<file path="src/rtl/rob_pkg.sv">
package rob_pkg;

  typedef enum logic [1:0] {
    HS_EMPTY  = 2'd0,
    HS_WAIT   = 2'd1,
    HS_RETIRE = 2'd2,
    HS_FAULT  = 2'd3
  } head_state_e;

  function automatic head_state_e head_classify(input logic valid,
                                                input logic done,
                                                input logic fault);
    if (!valid)     return HS_EMPTY;
    else if (!done) return HS_WAIT;
    else if (fault) return HS_FAULT;
    else            return HS_RETIRE;
  endfunction

endpackage

</file>
<file path="src/rtl/rob_ptr_ctrl.sv">
module rob_ptr_ctrl #(
  parameter int DEPTH = 8,
  localparam int PTR_W = $clog2(DEPTH) + 1
) (
  input  logic             clk,
  input  logic             rst_n,
  input  logic             alloc,
  input  logic             retire,
  input  logic             flush,
  output logic [PTR_W-1:0] head_ptr,
  output logic [PTR_W-1:0] tail_ptr,
  output logic [PTR_W-1:0] occupancy,
  output logic             full
);

  // DEPTH is a power of two, so the top bit acts as the lap marker.
  function automatic logic [PTR_W-1:0] ptr_step(input logic [PTR_W-1:0] p);
    return p + 1'b1;
  endfunction

  function automatic logic [PTR_W-1:0] ptr_distance(input logic [PTR_W-1:0] h,
                                                    input logic [PTR_W-1:0] t);
    return t - h;
  endfunction

  assign occupancy = ptr_distance(head_ptr, tail_ptr);
  assign full      = (occupancy == PTR_W'(DEPTH));

  always_ff @(posedge clk) begin
    if (!rst_n) begin
      head_ptr <= '0;
      tail_ptr <= '0;
    end else if (flush) begin
      tail_ptr <= head_ptr;
    end else begin
      if (retire) head_ptr <= ptr_step(head_ptr);
      if (alloc)  tail_ptr <= ptr_step(tail_ptr);
    end
  end

endmodule

</file>
<file path="src/rtl/rob_slot.sv">
module rob_slot #(
  parameter int ARCH_W  = 5,
  parameter int DATA_W  = 32,
  parameter int CAUSE_W = 4
) (
  input  logic               clk,
  input  logic               rst_n,
  input  logic               flush,
  input  logic               alloc_hit,
  input  logic [ARCH_W-1:0]  alloc_dest,
  input  logic               alloc_store,
  input  logic               cmp_hit,
  input  logic [DATA_W-1:0]  cmp_value,
  input  logic               cmp_fault,
  input  logic [CAUSE_W-1:0] cmp_cause,
  input  logic               retire_hit,
  output logic               valid,
  output logic               done,
  output logic               fault,
  output logic [ARCH_W-1:0]  dest,
  output logic [DATA_W-1:0]  value,
  output logic               store,
  output logic [CAUSE_W-1:0] cause
);

  always_ff @(posedge clk) begin
    if (!rst_n) begin
      valid <= 1'b0;
      done  <= 1'b0;
      fault <= 1'b0;
    end else if (flush) begin
      valid <= 1'b0;
      done  <= 1'b0;
      fault <= 1'b0;
    end else if (alloc_hit) begin
      valid <= 1'b1;
      done  <= 1'b0;
      fault <= 1'b0;
    end else if (retire_hit) begin
      valid <= 1'b0;
      done  <= 1'b0;
    end else if (cmp_hit && valid) begin
      done  <= 1'b1;
      fault <= cmp_fault;
    end
  end

  always_ff @(posedge clk) begin
    if (alloc_hit) begin
      dest  <= alloc_dest;
      store <= alloc_store;
    end
    if (cmp_hit && valid) begin
      value <= cmp_value;
      cause <= cmp_cause;
    end
  end

endmodule

</file>
<file path="src/rtl/rob_entry_store.sv">
module rob_entry_store #(
  parameter int DEPTH   = 8,
  parameter int ARCH_W  = 5,
  parameter int DATA_W  = 32,
  parameter int CAUSE_W = 4,
  localparam int IDX_W  = $clog2(DEPTH)
) (
  input  logic               clk,
  input  logic               rst_n,
  input  logic               flush,
  input  logic               alloc,
  input  logic [IDX_W-1:0]   alloc_idx,
  input  logic [ARCH_W-1:0]  alloc_dest,
  input  logic               alloc_store,
  input  logic               cmp_valid,
  input  logic [IDX_W-1:0]   cmp_idx,
  input  logic [DATA_W-1:0]  cmp_value,
  input  logic               cmp_fault,
  input  logic [CAUSE_W-1:0] cmp_cause,
  input  logic               retire,
  input  logic [IDX_W-1:0]   head_idx,
  output logic               head_valid,
  output logic               head_done,
  output logic               head_fault,
  output logic [ARCH_W-1:0]  head_dest,
  output logic [DATA_W-1:0]  head_value,
  output logic               head_store,
  output logic [CAUSE_W-1:0] head_cause
);

  logic [DEPTH-1:0]   valid_v;
  logic [DEPTH-1:0]   done_v;
  logic [DEPTH-1:0]   fault_v;
  logic [DEPTH-1:0]   store_v;
  logic [ARCH_W-1:0]  dest_a  [DEPTH];
  logic [DATA_W-1:0]  value_a [DEPTH];
  logic [CAUSE_W-1:0] cause_a [DEPTH];

  for (genvar g = 0; g < DEPTH; g++) begin : g_slot
    localparam logic [IDX_W-1:0] SLOT_IDX = IDX_W'(g);
    logic alloc_hit, cmp_hit, retire_hit;
    assign alloc_hit  = alloc     && (alloc_idx == SLOT_IDX);
    assign cmp_hit    = cmp_valid && (cmp_idx   == SLOT_IDX);
    assign retire_hit = retire    && (head_idx  == SLOT_IDX);

    rob_slot #(
      .ARCH_W (ARCH_W),
      .DATA_W (DATA_W),
      .CAUSE_W(CAUSE_W)
    ) u_slot (
      .clk        (clk),
      .rst_n      (rst_n),
      .flush      (flush),
      .alloc_hit  (alloc_hit),
      .alloc_dest (alloc_dest),
      .alloc_store(alloc_store),
      .cmp_hit    (cmp_hit),
      .cmp_value  (cmp_value),
      .cmp_fault  (cmp_fault),
      .cmp_cause  (cmp_cause),
      .retire_hit (retire_hit),
      .valid      (valid_v[g]),
      .done       (done_v[g]),
      .fault      (fault_v[g]),
      .dest       (dest_a[g]),
      .value      (value_a[g]),
      .store      (store_v[g]),
      .cause      (cause_a[g])
    );
  end

  assign head_valid = valid_v[head_idx];
  assign head_done  = done_v[head_idx];
  assign head_fault = fault_v[head_idx];
  assign head_store = store_v[head_idx];
  assign head_dest  = dest_a[head_idx];
  assign head_value = value_a[head_idx];
  assign head_cause = cause_a[head_idx];

endmodule

</file>
<file path="src/rtl/rob_retire_sel.sv">
module rob_retire_sel (
  input  logic                 head_valid,
  input  logic                 head_done,
  input  logic                 head_fault,
  input  logic                 head_store,
  output rob_pkg::head_state_e head_state,
  output logic                 ret_fire,
  output logic                 commit_fire,
  output logic                 fault_fire
);

  import rob_pkg::*;

  assign head_state  = head_classify(head_valid, head_done, head_fault);
  assign ret_fire    = (head_state == HS_RETIRE);
  assign fault_fire  = (head_state == HS_FAULT);
  assign commit_fire = ret_fire && head_store;

endmodule

</file>
<file path="src/rtl/rob_core.sv">
module rob_core #(
  parameter int DEPTH   = 8,
  parameter int ARCH_W  = 5,
  parameter int DATA_W  = 32,
  parameter int CAUSE_W = 4,
  localparam int IDX_W  = $clog2(DEPTH),
  localparam int PTR_W  = IDX_W + 1
) (
  input  logic               clk,
  input  logic               rst_n,
  input  logic               disp_valid,
  input  logic [ARCH_W-1:0]  disp_dest,
  input  logic               disp_is_store,
  output logic               disp_ready,
  output logic [IDX_W-1:0]   disp_idx,
  input  logic               cmp_valid,
  input  logic [IDX_W-1:0]   cmp_idx,
  input  logic [DATA_W-1:0]  cmp_value,
  input  logic               cmp_fault,
  input  logic [CAUSE_W-1:0] cmp_cause,
  output logic               ret_valid,
  output logic [IDX_W-1:0]   ret_idx,
  output logic [ARCH_W-1:0]  ret_dest,
  output logic [DATA_W-1:0]  ret_value,
  output logic               store_commit,
  output logic               exc_valid,
  output logic [IDX_W-1:0]   exc_idx,
  output logic [CAUSE_W-1:0] exc_cause,
  output logic               flush
);

  // Named internal events, visible to the bound checker.
  logic                 alloc_fire;
  logic                 retire_fire;
  logic                 fault_fire;
  logic                 commit_fire;
  logic                 full;
  logic [PTR_W-1:0]     head_ptr;
  logic [PTR_W-1:0]     tail_ptr;
  logic [PTR_W-1:0]     occupancy;
  logic [IDX_W-1:0]     head_idx;
  rob_pkg::head_state_e head_state;

  logic               head_valid, head_done, head_fault, head_store;
  logic [ARCH_W-1:0]  head_dest;
  logic [DATA_W-1:0]  head_value;
  logic [CAUSE_W-1:0] head_cause;

  assign head_idx   = head_ptr[IDX_W-1:0];
  assign disp_ready = !full && !fault_fire;
  assign alloc_fire = disp_valid && disp_ready;

  rob_ptr_ctrl #(.DEPTH(DEPTH)) u_ptr (
    .clk      (clk),
    .rst_n    (rst_n),
    .alloc    (alloc_fire),
    .retire   (retire_fire),
    .flush    (fault_fire),
    .head_ptr (head_ptr),
    .tail_ptr (tail_ptr),
    .occupancy(occupancy),
    .full     (full)
  );

  rob_entry_store #(
    .DEPTH  (DEPTH),
    .ARCH_W (ARCH_W),
    .DATA_W (DATA_W),
    .CAUSE_W(CAUSE_W)
  ) u_store (
    .clk        (clk),
    .rst_n      (rst_n),
    .flush      (fault_fire),
    .alloc      (alloc_fire),
    .alloc_idx  (tail_ptr[IDX_W-1:0]),
    .alloc_dest (disp_dest),
    .alloc_store(disp_is_store),
    .cmp_valid  (cmp_valid),
    .cmp_idx    (cmp_idx),
    .cmp_value  (cmp_value),
    .cmp_fault  (cmp_fault),
    .cmp_cause  (cmp_cause),
    .retire     (retire_fire),
    .head_idx   (head_idx),
    .head_valid (head_valid),
    .head_done  (head_done),
    .head_fault (head_fault),
    .head_dest  (head_dest),
    .head_value (head_value),
    .head_store (head_store),
    .head_cause (head_cause)
  );

  rob_retire_sel u_sel (
    .head_valid (head_valid),
    .head_done  (head_done),
    .head_fault (head_fault),
    .head_store (head_store),
    .head_state (head_state),
    .ret_fire   (retire_fire),
    .commit_fire(commit_fire),
    .fault_fire (fault_fire)
  );

  assign disp_idx     = tail_ptr[IDX_W-1:0];
  assign ret_valid    = retire_fire;
  assign ret_idx      = head_idx;
  assign ret_dest     = head_dest;
  assign ret_value    = head_value;
  assign store_commit = commit_fire;
  assign exc_valid    = fault_fire;
  assign exc_idx      = head_idx;
  assign exc_cause    = head_cause;
  assign flush        = fault_fire;

endmodule

</file>
<file path="config.mk">
export PLATFORM = sky130hd
export DESIGN_NAME = rob_core
export DESIGN_NICKNAME = d
export VERILOG_FILES = /design/src/rtl/rob_pkg.sv /design/src/rtl/rob_ptr_ctrl.sv /design/src/rtl/rob_slot.sv /design/src/rtl/rob_entry_store.sv /design/src/rtl/rob_retire_sel.sv /design/src/rtl/rob_core.sv
export SDC_FILE = /design/constraint.sdc
export NUM_CORES = 1
export LEC_CHECK = 0
export BUFFER_PORTS_ARGS = -buffer_cell sky130_fd_sc_hd__buf_2
export CORE_MARGIN = 2
export CORE_UTILIZATION = 30
export CTS_CLUSTER_DIAMETER = 50
export CTS_CLUSTER_SIZE = 16
export DETAILED_ROUTE_END_ITERATION = 16
export PLACE_DENSITY = 0.46
export SKIP_LAST_GASP = 1
export SLEW_MARGIN = 20
export SYNTH_ARGS = -nofsm -noshare
export SYNTH_HDL_FRONTEND = slang
export SYNTH_SLANG_ARGS = --single-unit
</file>
<file path="constraint.sdc">
create_clock -name clk -period 7.6 [get_ports clk]
set_input_delay 0 -clock clk [delete_from_list [all_inputs] [get_ports clk]]
set_output_delay 0 -clock clk [all_outputs]
set_load 0.005 [all_outputs]
</file>
---- After elaboration in Yosys (flattened, before gate mapping) ----
Index checks and enable logic that the tools add are counted.
Widths: inputs -> output; s select.
word-level totals
  output and inout port bits .............. 55
  flip-flop bits (word level) ............. 368
cells by class
  bitwise gates (word level) .............. 11
  magnitude comparators ................... 2
  muxes and demuxes ....................... 38
  equal/unequal tests ..................... 24
  reduce and logical (&&, ||, !) cells .... 75
  $add $sub $neg .......................... 3
operator list
  cell                 count
  $bmux 32 s3          1
  $mux 32              2
  $eq 3x3->1 const B   12
  $logic_and 1x1->1    35
  $reduce_or 4->1      8
  $reduce_or 3->1      8
  $mux 1               21
  $eq 3x2->1 const B   6
  $reduce_and 2->1     9
  $reduce_bool 2->1    9
  $mux 4               4
  $bmux 5 s3           1
  $bmux 1 s3           4
  $bmux 4 s3           1
  $mux 5               2
  $not 1->1            10
  $eq 3x1->1 const B   3
  $logic_not 3->1      3
  $add 4x1->4 const B  2
  $eq 2x2->1 const B   2
  $eq 4x4->1 const B   1
  $ge 4x4->1 const B   1
  $lt 3x4->1 const B   1
  $mux 2               2
  4 further kinds      5

---- Longest topological paths before layout ----
Gate-level depths: netlist of run 1.
  depth in word-level cells ............... 11
  depth in mapped cells ................... 10
  depth with buffers taken out ............ 8

---- Hierarchy ----
A second synthesis of run 1 with hierarchy kept.
unflattened totals
  cells, all modules ...................... 903
  area, all modules ....................... 14906.8 um^2
by module, submodules not included
  module           area each (um^2)  sequential area each (um^2)  instances  cells an instance
  rob_slot         1403.8            1321.3                       8          56
  rob_entry_store  3071.7            0.0                          1          386
  rob_ptr_ctrl     518.0             160.2                        1          57
  rob_core         46.3              0.0                          1          6
  rob_retire_sel   40.0              0.0                          1          6

---- Worst setup path before layout of run 1 ----
Ideal clock, no wire load.
  path type ............................... reg-to-reg
  start point ............................. register u_ptr.head_ptr[2]
  end point ............................... register u_store.g_slot[0].u_slot.dest[0], enable pin
  library setup time ...................... 0.378 ns
  cell stages (with the launch flop) ...... 11
  setup slack ............................. 4.534 ns
  arrival time ............................ 2.688 ns
  buffers on the path ..................... 2
  data required time ...................... 7.222 ns
  path through ............................ dfxtp_1 -> inv_2 -> clkbuf_1 -> ha_1 -> a21oi_1 -> o21ai_1 -> xnor2_1 -> a21oi_1 -> buf_2 -> nand2_1 -> nor3b_1
on the way
  cells in the longest elaborated chain, start to end .. 10
  elaborated cells between the ends (all ways) .. 17
ends and longest elaborated chain
  what                             line                   source
  start: declaration               rob_ptr_ctrl.sv:10     output logic [PTR_W-1:0] head_ptr,
  start signal: assignment         rob_ptr_ctrl.sv:36     if (retire) head_ptr <= ptr_step(head_ptr);
  $bmux 1 s3                       rob_entry_store.sv:74  assign head_fault = fault_v[head_idx];
  $mux 1 (implied by the code)     rob_entry_store.sv:74
  $mux 1                           rob_pkg.sv:15          else if (fault) return HS_FAULT;
  $mux 2                           rob_pkg.sv:14          else if (!done) return HS_WAIT;
  $mux 2                           rob_pkg.sv:13          if (!valid) return HS_EMPTY;
  $eq 2x2->1                       rob_retire_sel.sv:16   assign fault_fire = (head_state == HS_FAULT);
  $logic_not 1->1                  rob_core.sv:50         assign disp_ready = !full && !fault_fire;
  $logic_and 1x1->1 *              rob_core.sv:50
  $logic_and 1x1->1 *              rob_core.sv:51         assign alloc_fire = disp_valid && disp_ready;
  $logic_and 1x1->1 *              rob_entry_store.sv:42  assign alloc_hit = alloc && (alloc_idx == SLOT_IDX);
  via u_store.g_slot[0].alloc_hit  rob_entry_store.sv:41  logic alloc_hit, cmp_hit, retire_hit;
  end signal: assignment           rob_slot.sv:50         dest <= alloc_dest;
  end: declaration                 rob_slot.sv:20         output logic [ARCH_W-1:0] dest,
Mark *: on every way through the listed nets, which the timed path passes. The rest lies on a longest branch. The select of a mux whose other input is x is not followed.
A chain may end at the register's enable or synchronous reset.

---- Worst setup path after layout of run 1 ----
  start point ............................. register u_ptr.head_ptr[1]
  end point ............................... register u_store.g_slot[1].u_slot.dest[0], enable pin
on the way
  cells in the longest elaborated chain, start to end .. 10
  elaborated cells between the ends (all ways) .. 17
ends and longest elaborated chain
  what                             line
  $bmux 1 s3                       rob_entry_store.sv:74
  $mux 1 (implied by the code)     rob_entry_store.sv:74
  $mux 1                           rob_pkg.sv:15
  $mux 2                           rob_pkg.sv:14
  $mux 2                           rob_pkg.sv:13
  $eq 2x2->1                       rob_retire_sel.sv:16
  $logic_not 1->1                  rob_core.sv:50
  $logic_and 1x1->1 *              rob_core.sv:50
  $logic_and 1x1->1 *              rob_core.sv:51
  $logic_and 1x1->1 *              rob_entry_store.sv:42
  via u_store.g_slot[1].alloc_hit  rob_entry_store.sv:41
  end signal: assignment           rob_slot.sv:50
  end: declaration                 rob_slot.sv:20
Marked as above.

==> results.json, run 1 <==
{
  "ys_top_cells_by_area": "sky130_fd_sc_hd__edfxtp_1 (69%), sky130_fd_sc_hd__mux4_2 (13%), sky130_fd_sc_hd__dfxtp_1 (4.4%)",
  "post-dp-hpwl_um": 19300,
  "cts_hold_repair.buffers": 47,
  "maxCapViolations": 0,
  "power-per-cell-area_nw_per_um2": 245,
  "cp_max_fo": 58,
  "antenna_found_initial": 3,
  "avgSynthCellArea_um2": 17.8,
  "worst_setup_slack_after_layout_ps": 3720,
  "tritoncts": "done",
  "clk_pin_slew_worst_paths_ps": 60,
  "die_area_um2": 50600,
  "cts_sinks": 368,
  "timing.final.setup_violations": 0,
  "post_synthesis_register_bit_count": 368,
  "i_o_buffers": 104,
  "fmax_mhz": 258,
  "post_cts_resized": 0,
  "ys_types": 48,
  "dp.cells": 1510,
  "ir_drop_mv": 0.111,
  "slew_headroom_pct": 34.3,
  "layout-drive-gt1-share_pct": 28.2,
  "floorplan.die.height_um": 225,
  "placed_cell_area_um2": 15800,
  "clockBufferDepth": 3,
  "track_usage_pct": 13.9,
  "start_util_pct": 30.5,
  "nFillCells": 4530,
  "detail_route.iter0.violations": 485,
  "crit_type": "flip-flop to flip-flop",
  "number_of_pins_with_negative_max_slew_slack_in_the_final_report": 0,
  "hp-class": "input port to flip-flop",
  "worst_ep_required_time_ps": 7770,
  "syn_nets": 887,
  "instances_no_fill": 1626,
  "cts_setup_buffers": 0,
  "remaining_number_of_nets_flagged_by_the_antenna_check_after_routing": 0,
  "htree_levels": 2,
  "drc_errors": 0,
  "crit_path_start_kind": "flip-flop",
  "timing.setup.tns_ps": 0,
  "flow.area_growth_from_synthesis_pct": 19.7,
  "status": "finished clean",
  "rr_worst_depth": 9,
  "post-place-ws_ps": 3690,
  "fp.dieW_um": 225,
  "holdPathStages": 4,
  "fp.coreArea_um2": 47900,
  "pin_count_of_the_biggest_net_entering_global_routing": 59,
  "cell_type_contributing_the_most_total_cell_area_after_synthesis": "sky130_fd_sc_hd__edfxtp_1",
  "rsz_0062_raised_after_global_routing": "no",
  "routed-via-count": 7703,
  "tightest_slew_ps": 986,
  "worst_setup_end_kind": "flip-flop",
  "fp-row-count": 80,
  "route.detailed.wl_per_inst_um": 21.0,
  "yosys_warnings": 0,
  "vias_per_cell": 4.74,
  "syn_area_um2": 14600,
  "ios": 105,
  "post_synth_inst_count": 822,
  "nets": 1046,
  "final.period_utilization_pct": 51.0,
  "gpl.final_weighted_congestion": 0.805,
  "clock_root_buffer": "sky130_fd_sc_hd__clkbuf_16",
  "yosysTopAreaCellShare_pct": 68.9,
  "arrival_ps": 4040,
  "yosysSeqAreaShare_pct": 73.3,
  "worst_skew_pair.late_latency_ps": 550,
  "finalCriticalPeriod_ps": 3880,
  "gr-total-overflow": 0,
  "drtPass1Iterations": 4,
  "final_cell_area_um2": 17500,
  "totalWireLength_um": 34200,
  "leakage_uw": 0.00584,
  "finClkSkew_ps": 14.4,
  "cts_made_buffers": 37,
  "final_hold_viol_count": 0,
  "first_global_vias": 8259,
  "grt_first_pass_wirelength_um": 51800
}
[cells by family after synthesis]
group / Yosys count / synth area share, %
flip-flops: 368 / 73.3
AND/OR/NAND/NOR: 205 / 5.96
multiplexers: 97 / 14.0
buffers and inverters: 70 / 2.27
AO/OA/AOI/OAI: 60 / 2.79
adder cells (fa/ha/maj): 15 / 1.28
XOR/XNOR: 7 / 0.419
[report_power, final]
part | switching, uW | internal (uW)
registers | 15.6 | 2230
logic | 108 | 74.6
clock network | 801 | 1060
total | 924 | 3370
[path summary, 6_finish.rpt]
kind                                  from                                to  slack [ps]
min reg2reg  u_store.g_slot[4].u_slot.done     u_store.g_slot[4].u_slot.done         480
min                              cmp_valid     u_store.g_slot[4].u_slot.done          80
max reg2reg              u_ptr.head_ptr[1]  u_store.g_slot[1].u_slot.dest[0]        3720
max                      u_ptr.head_ptr[1]  u_store.g_slot[1].u_slot.dest[0]        3720
[Yosys cell counts (all sizes together)]
| cell | instances |
|---|---|
| nand2b | 1 |
| or3 | 1 |
| nand2 | 145 |
| mux2 | 1 |
| a211oi | 10 |
| xnor2 | 5 |
| ha | 15 |
| a311oi | 1 |
| xor2 | 2 |
| or2 | 1 |
| o221ai | 1 |
| nor3b | 7 |
| inv | 24 |
| and3 | 6 |
| a22oi | 3 |
| a41o | 1 |
| a31o | 3 |
| mux2i | 10 |
| nand3 | 10 |
| nand4 | 3 |
| nor2b | 4 |
| nand3b | 1 |
| nor2 | 21 |
| edfxtp | 336 |
| o21a | 1 |
| mux4 | 86 |
| dfxtp | 32 |
| and2 | 3 |
| a211o | 1 |
| buf | 26 |
| o22ai | 2 |
| a221oi | 3 |
| clkbuf | 20 |
| nor3 | 1 |
| or4 | 1 |
| a21oi | 11 |
| a21boi | 3 |
| o21ai | 12 |
| a31oi | 7 |
| o31a | 1 |
[critical path, cell delays in order (launching register included)]
cell                      delay (ps)
sky130_fd_sc_hd__dfxtp_4         950
sky130_fd_sc_hd__inv_1           320
sky130_fd_sc_hd__ha_1            390
sky130_fd_sc_hd__nand2_1          50
sky130_fd_sc_hd__o21ai_1         210
sky130_fd_sc_hd__xnor2_1         160
sky130_fd_sc_hd__a21oi_1         160
sky130_fd_sc_hd__buf_4           230
sky130_fd_sc_hd__nand2_1         190
sky130_fd_sc_hd__nor3b_1         820
[state kept, by name (all words and copies together) (netlist names)]
signal / cells
u_store.g_slot.u_slot.done: 8
u_store.g_slot.u_slot.cause: 32
u_ptr.tail_ptr: 4
u_store.g_slot.u_slot.valid: 8
u_store.g_slot.u_slot.dest: 40
u_store.g_slot.u_slot.value: 256
u_store.g_slot.u_slot.store: 8
u_store.g_slot.u_slot.fault: 8
u_ptr.head_ptr: 4
[layout by cell type, fill, tap and decap left out, types with 4 or more instances in the layout]
master	count
sky130_fd_sc_hd__buf_4	15
sky130_fd_sc_hd__ha_1	15
sky130_fd_sc_hd__dlygate4sd3_1	47
sky130_fd_sc_hd__inv_2	7
sky130_fd_sc_hd__nand2_1	145
sky130_fd_sc_hd__buf_2	104
sky130_fd_sc_hd__nor2b_1	4
sky130_fd_sc_hd__clkinvlp_4	4
sky130_fd_sc_hd__o21ai_0	11
sky130_fd_sc_hd__edfxtp_1	336
sky130_fd_sc_hd__mux2i_1	10
sky130_fd_sc_hd__a21oi_1	11
sky130_fd_sc_hd__mux4_2	86
sky130_fd_sc_hd__nor3b_1	7
sky130_fd_sc_hd__a31oi_1	7
sky130_fd_sc_hd__inv_1	17
sky130_fd_sc_hd__clkbuf_16	39
sky130_fd_sc_hd__nand3_1	9
sky130_fd_sc_hd__inv_6	5
sky130_fd_sc_hd__a211oi_1	10
sky130_fd_sc_hd__dfxtp_1	29
sky130_fd_sc_hd__nor2_1	21
sky130_fd_sc_hd__clkbuf_1	6
sky130_fd_sc_hd__xnor2_1	5
[per-stage QoR]
stage | total power (uW) | hold slack [ps] | utilization [%]
2_1_floorplan | 2380 | 98.9 | -
3_3_place_gp | 2460 | 280 | 33.0
3_5_place_dp | 2460 | 281 | 33.0
4_1_cts | 4360 | 49.2 | 36.6
5_1_grt | 4460 | 127 | 36.6
6_report | 4300 | 79.9 | 36.6
[metal layers]
layer	track usage (%)	wire (um)	vias up
met1	19.1	16000	3968
li1	-	-	3515
met5	0	32	-
met4	4.32	882	6
met2	21.8	16000	152
met3	3.18	1380	62
[layout make-up]
class	instances	area (um^2)	area share, %
tap	615	769	4.39
inverter	24	90.1	0.514
clock inverter	23	246	1.41
clock buffer	45	998	5.70
sequential	368	10700	61.3
antenna	1	2.50	0.0143
multi-input combinational	384	3580	20.4
timing repair buffer	166	1100	6.29
Note: power is estimated with default switching activity, not from simulation.
==> run 2, diff against run 1 <==
Settings changed: PLACE_DENSITY 0.46 to 0.48.
Clock period 7.6 ns to 3.3 ns, I/O delays scaled along.
==> results.json, run 2 (synthesized netlist as in run 1, its figures left out) <==
{
  "cp_slowest_cell": "sky130_fd_sc_hd__buf_4",
  "final.period_utilization_pct": 86.9,
  "worst_setup_slack_after_layout_ps": 434,
  "cp_max_fo": 51,
  "clk_pin_slew_worst_paths_ps": 70,
  "hp-class": "input port to flip-flop",
  "cts_made_buffers": 39,
  "timing.setup.tns_ps": 0,
  "htree_levels": 2,
  "remaining_number_of_nets_flagged_by_the_antenna_check_after_routing": 0,
  "post-place-ws_ps": 591,
  "start_util_pct": 30.5,
  "crit_path_start_kind": "flip-flop",
  "routed-via-count": 7770,
  "layout-drive-gt1-share_pct": 29.4,
  "tightest_slew_ps": 833,
  "finalCriticalPeriod_ps": 2870,
  "timing.final.setup_violations": 0,
  "post-dp-hpwl_um": 20400,
  "ios": 105,
  "cts_sinks": 368,
  "timing.critical_path.mode_cell": "sky130_fd_sc_hd__buf_4",
  "maxCapViolations": 0,
  "track_usage_pct": 13.9,
  "number_of_pins_with_negative_max_slew_slack_in_the_final_report": 0,
  "i_o_buffers": 104,
  "leakage_uw": 0.00595,
  "tritoncts": "done",
  "number_of_flip_flops_in_the_largest_register": 256,
  "vias_per_cell": 4.75,
  "flow.area_growth_from_synthesis_pct": 21.1,
  "final_hold_viol_count": 0,
  "ir_drop_mv": 0.339,
  "cell_breakdown_of_the_critical_path": "buf_4, buf_4, mux4_2, nand2_1, a21oi_1, buf_2",
  "totalWireLength_um": 34800,
  "mostFrequentLayoutCells": "sky130_fd_sc_hd__edfxtp_1 (336), sky130_fd_sc_hd__nand2_1 (145), sky130_fd_sc_hd__buf_2 (104)",
  "drtPass1Iterations": 4,
  "detail_route.iter0.violations": 622,
  "nets": 1057,
  "arrival_ps": 2870,
  "drc_errors": 0,
  "gr-total-overflow": 0,
  "pin_count_of_the_biggest_net_entering_global_routing": 70,
  "status": "finished clean",
  "cpPeakStageDelay_ps": 690,
  "antennaDiodeCount": 0,
  "rsz_0062_raised_after_global_routing": "no",
  "fp.coreArea_um2": 47900,
  "finClkSkew_ps": 13.3,
  "antenna_found_initial": 1,
  "clock_root_buffer": "sky130_fd_sc_hd__clkbuf_16",
  "slew_headroom_pct": 44.5,
  "die_area_um2": 50600,
  "gpl.final_weighted_congestion": 0.785,
  "final_common_cell": "sky130_fd_sc_hd__edfxtp_1",
  "power-per-cell-area_nw_per_um2": 579,
  "nFillCells": 4468,
  "floorplan.die.height_um": 225,
  "top_regs": "u_store.g_slot.u_slot.value x256, u_store.g_slot.u_slot.dest x40, u_store.g_slot.u_slot.cause x32",
  "worst_skew_pair.late_latency_ps": 550,
  "worst_ep_required_time_ps": 3300,
  "crit_type": "flip-flop to output port",
  "fp.dieW_um": 225,
  "worst_setup_end_kind": "output port",
  "grt_first_pass_wirelength_um": 52000,
  "fp-row-count": 80,
  "first_global_vias": 8228,
  "fmax_mhz": 349,
  "route.detailed.wl_per_inst_um": 21.3,
  "clockBufferDepth": 3,
  "top_reg_by_flops": "u_store.g_slot.u_slot.value"
}
## run 2: cell types whose count changed in the layout (fill, tap and decap cells not counted), moves of 2 or more
cell / before / now
sky130_fd_sc_hd__inv_12: 0 / 2
sky130_fd_sc_hd__inv_8: 3 / 0
sky130_fd_sc_hd__buf_4: 15 / 24
sky130_fd_sc_hd__clkinv_8: 0 / 3
sky130_fd_sc_hd__clkinv_1: 2 / 0
sky130_fd_sc_hd__clkbuf_16: 39 / 41
## run 2: stage by stage
| step | hold WS, ps | instances | util (%) | cell area [um^2] | total power (uW) |
|---|---|---|---|---|---|
| 2_1_floorplan | 98.9 | 822 | - | 14600 | 5470 |
| 3_3_place_gp | 275 | 1520 | 33.2 | 15900 | 5680 |
| 3_5_place_dp | 278 | 1520 | 33.2 | 15900 | 5680 |
| 4_1_cts | 8.65 | 1637 | 37.0 | 17700 | 10400 |
| 5_1_grt | 58.4 | 1637 | 37.0 | 17700 | 10600 |
| 6_report | 36.9 | 1637 | 37.0 | 17700 | 10300 |
## run 2: layout make-up
class | instances | area [um^2] | share of cell area [%]
flip-flops and latches | 368 | 10700 | 60.6
multi-input cells | 384 | 3580 | 20.2
repair buffers | 175 | 1180 | 6.66
clock buffers | 48 | 1060 | 5.99
well taps | 615 | 769 | 4.34
clock inverters | 23 | 309 | 1.74
inverters | 24 | 90.1 | 0.508
## run 2: worst paths after layout
check,start,to,cells past startpoint,slack (ps)
setup reg to reg,u_ptr.head_ptr[1],u_store.g_slot[4].u_slot.dest[2],7,590
setup / recovery,u_ptr.head_ptr[1],store_commit,6,430
hold reg to reg,u_store.g_slot[6].u_slot.done,u_store.g_slot[6].u_slot.done,2,470
hold / removal,cmp_idx[0],u_store.g_slot[3].u_slot.value[3],3,40
## run 2: repair_timing
item                                   4_1_cts  5_1_grt
hold buffers                                46        0
buffers inserted                             0        0
resized for setup                            0        0
endpoints found under the hold margin      353        0
## run 2: where the power goes
part	total [uW]	internal, uW	leakage, uW	switching, uW
Combinational	450	182	0.00200	268
Sequential	5170	5140	0.00328	28.6
Clock	4640	2690	0.000659	1950
## run 2: worst max-delay path: cells and delay by family, from the launching register on
family | cells | cell delay [ps]
and+or+nand+nor | 1 | 60
DFF | 1 | 390
muxes | 1 | 350
AOI/OAI and AO/OA | 1 | 280
buffers and inverters | 3 | 1170
## run 2: layer usage
layer | GRT usage, % | vias up | wire, um
li1 | - | 3540 | -
met4 | 4.91 | 2 | 876
met2 | 21.6 | 155 | 16200
met5 | 0 | - | 13
met3 | 2.78 | 56 | 1620
met1 | 19.4 | 4017 | 16100
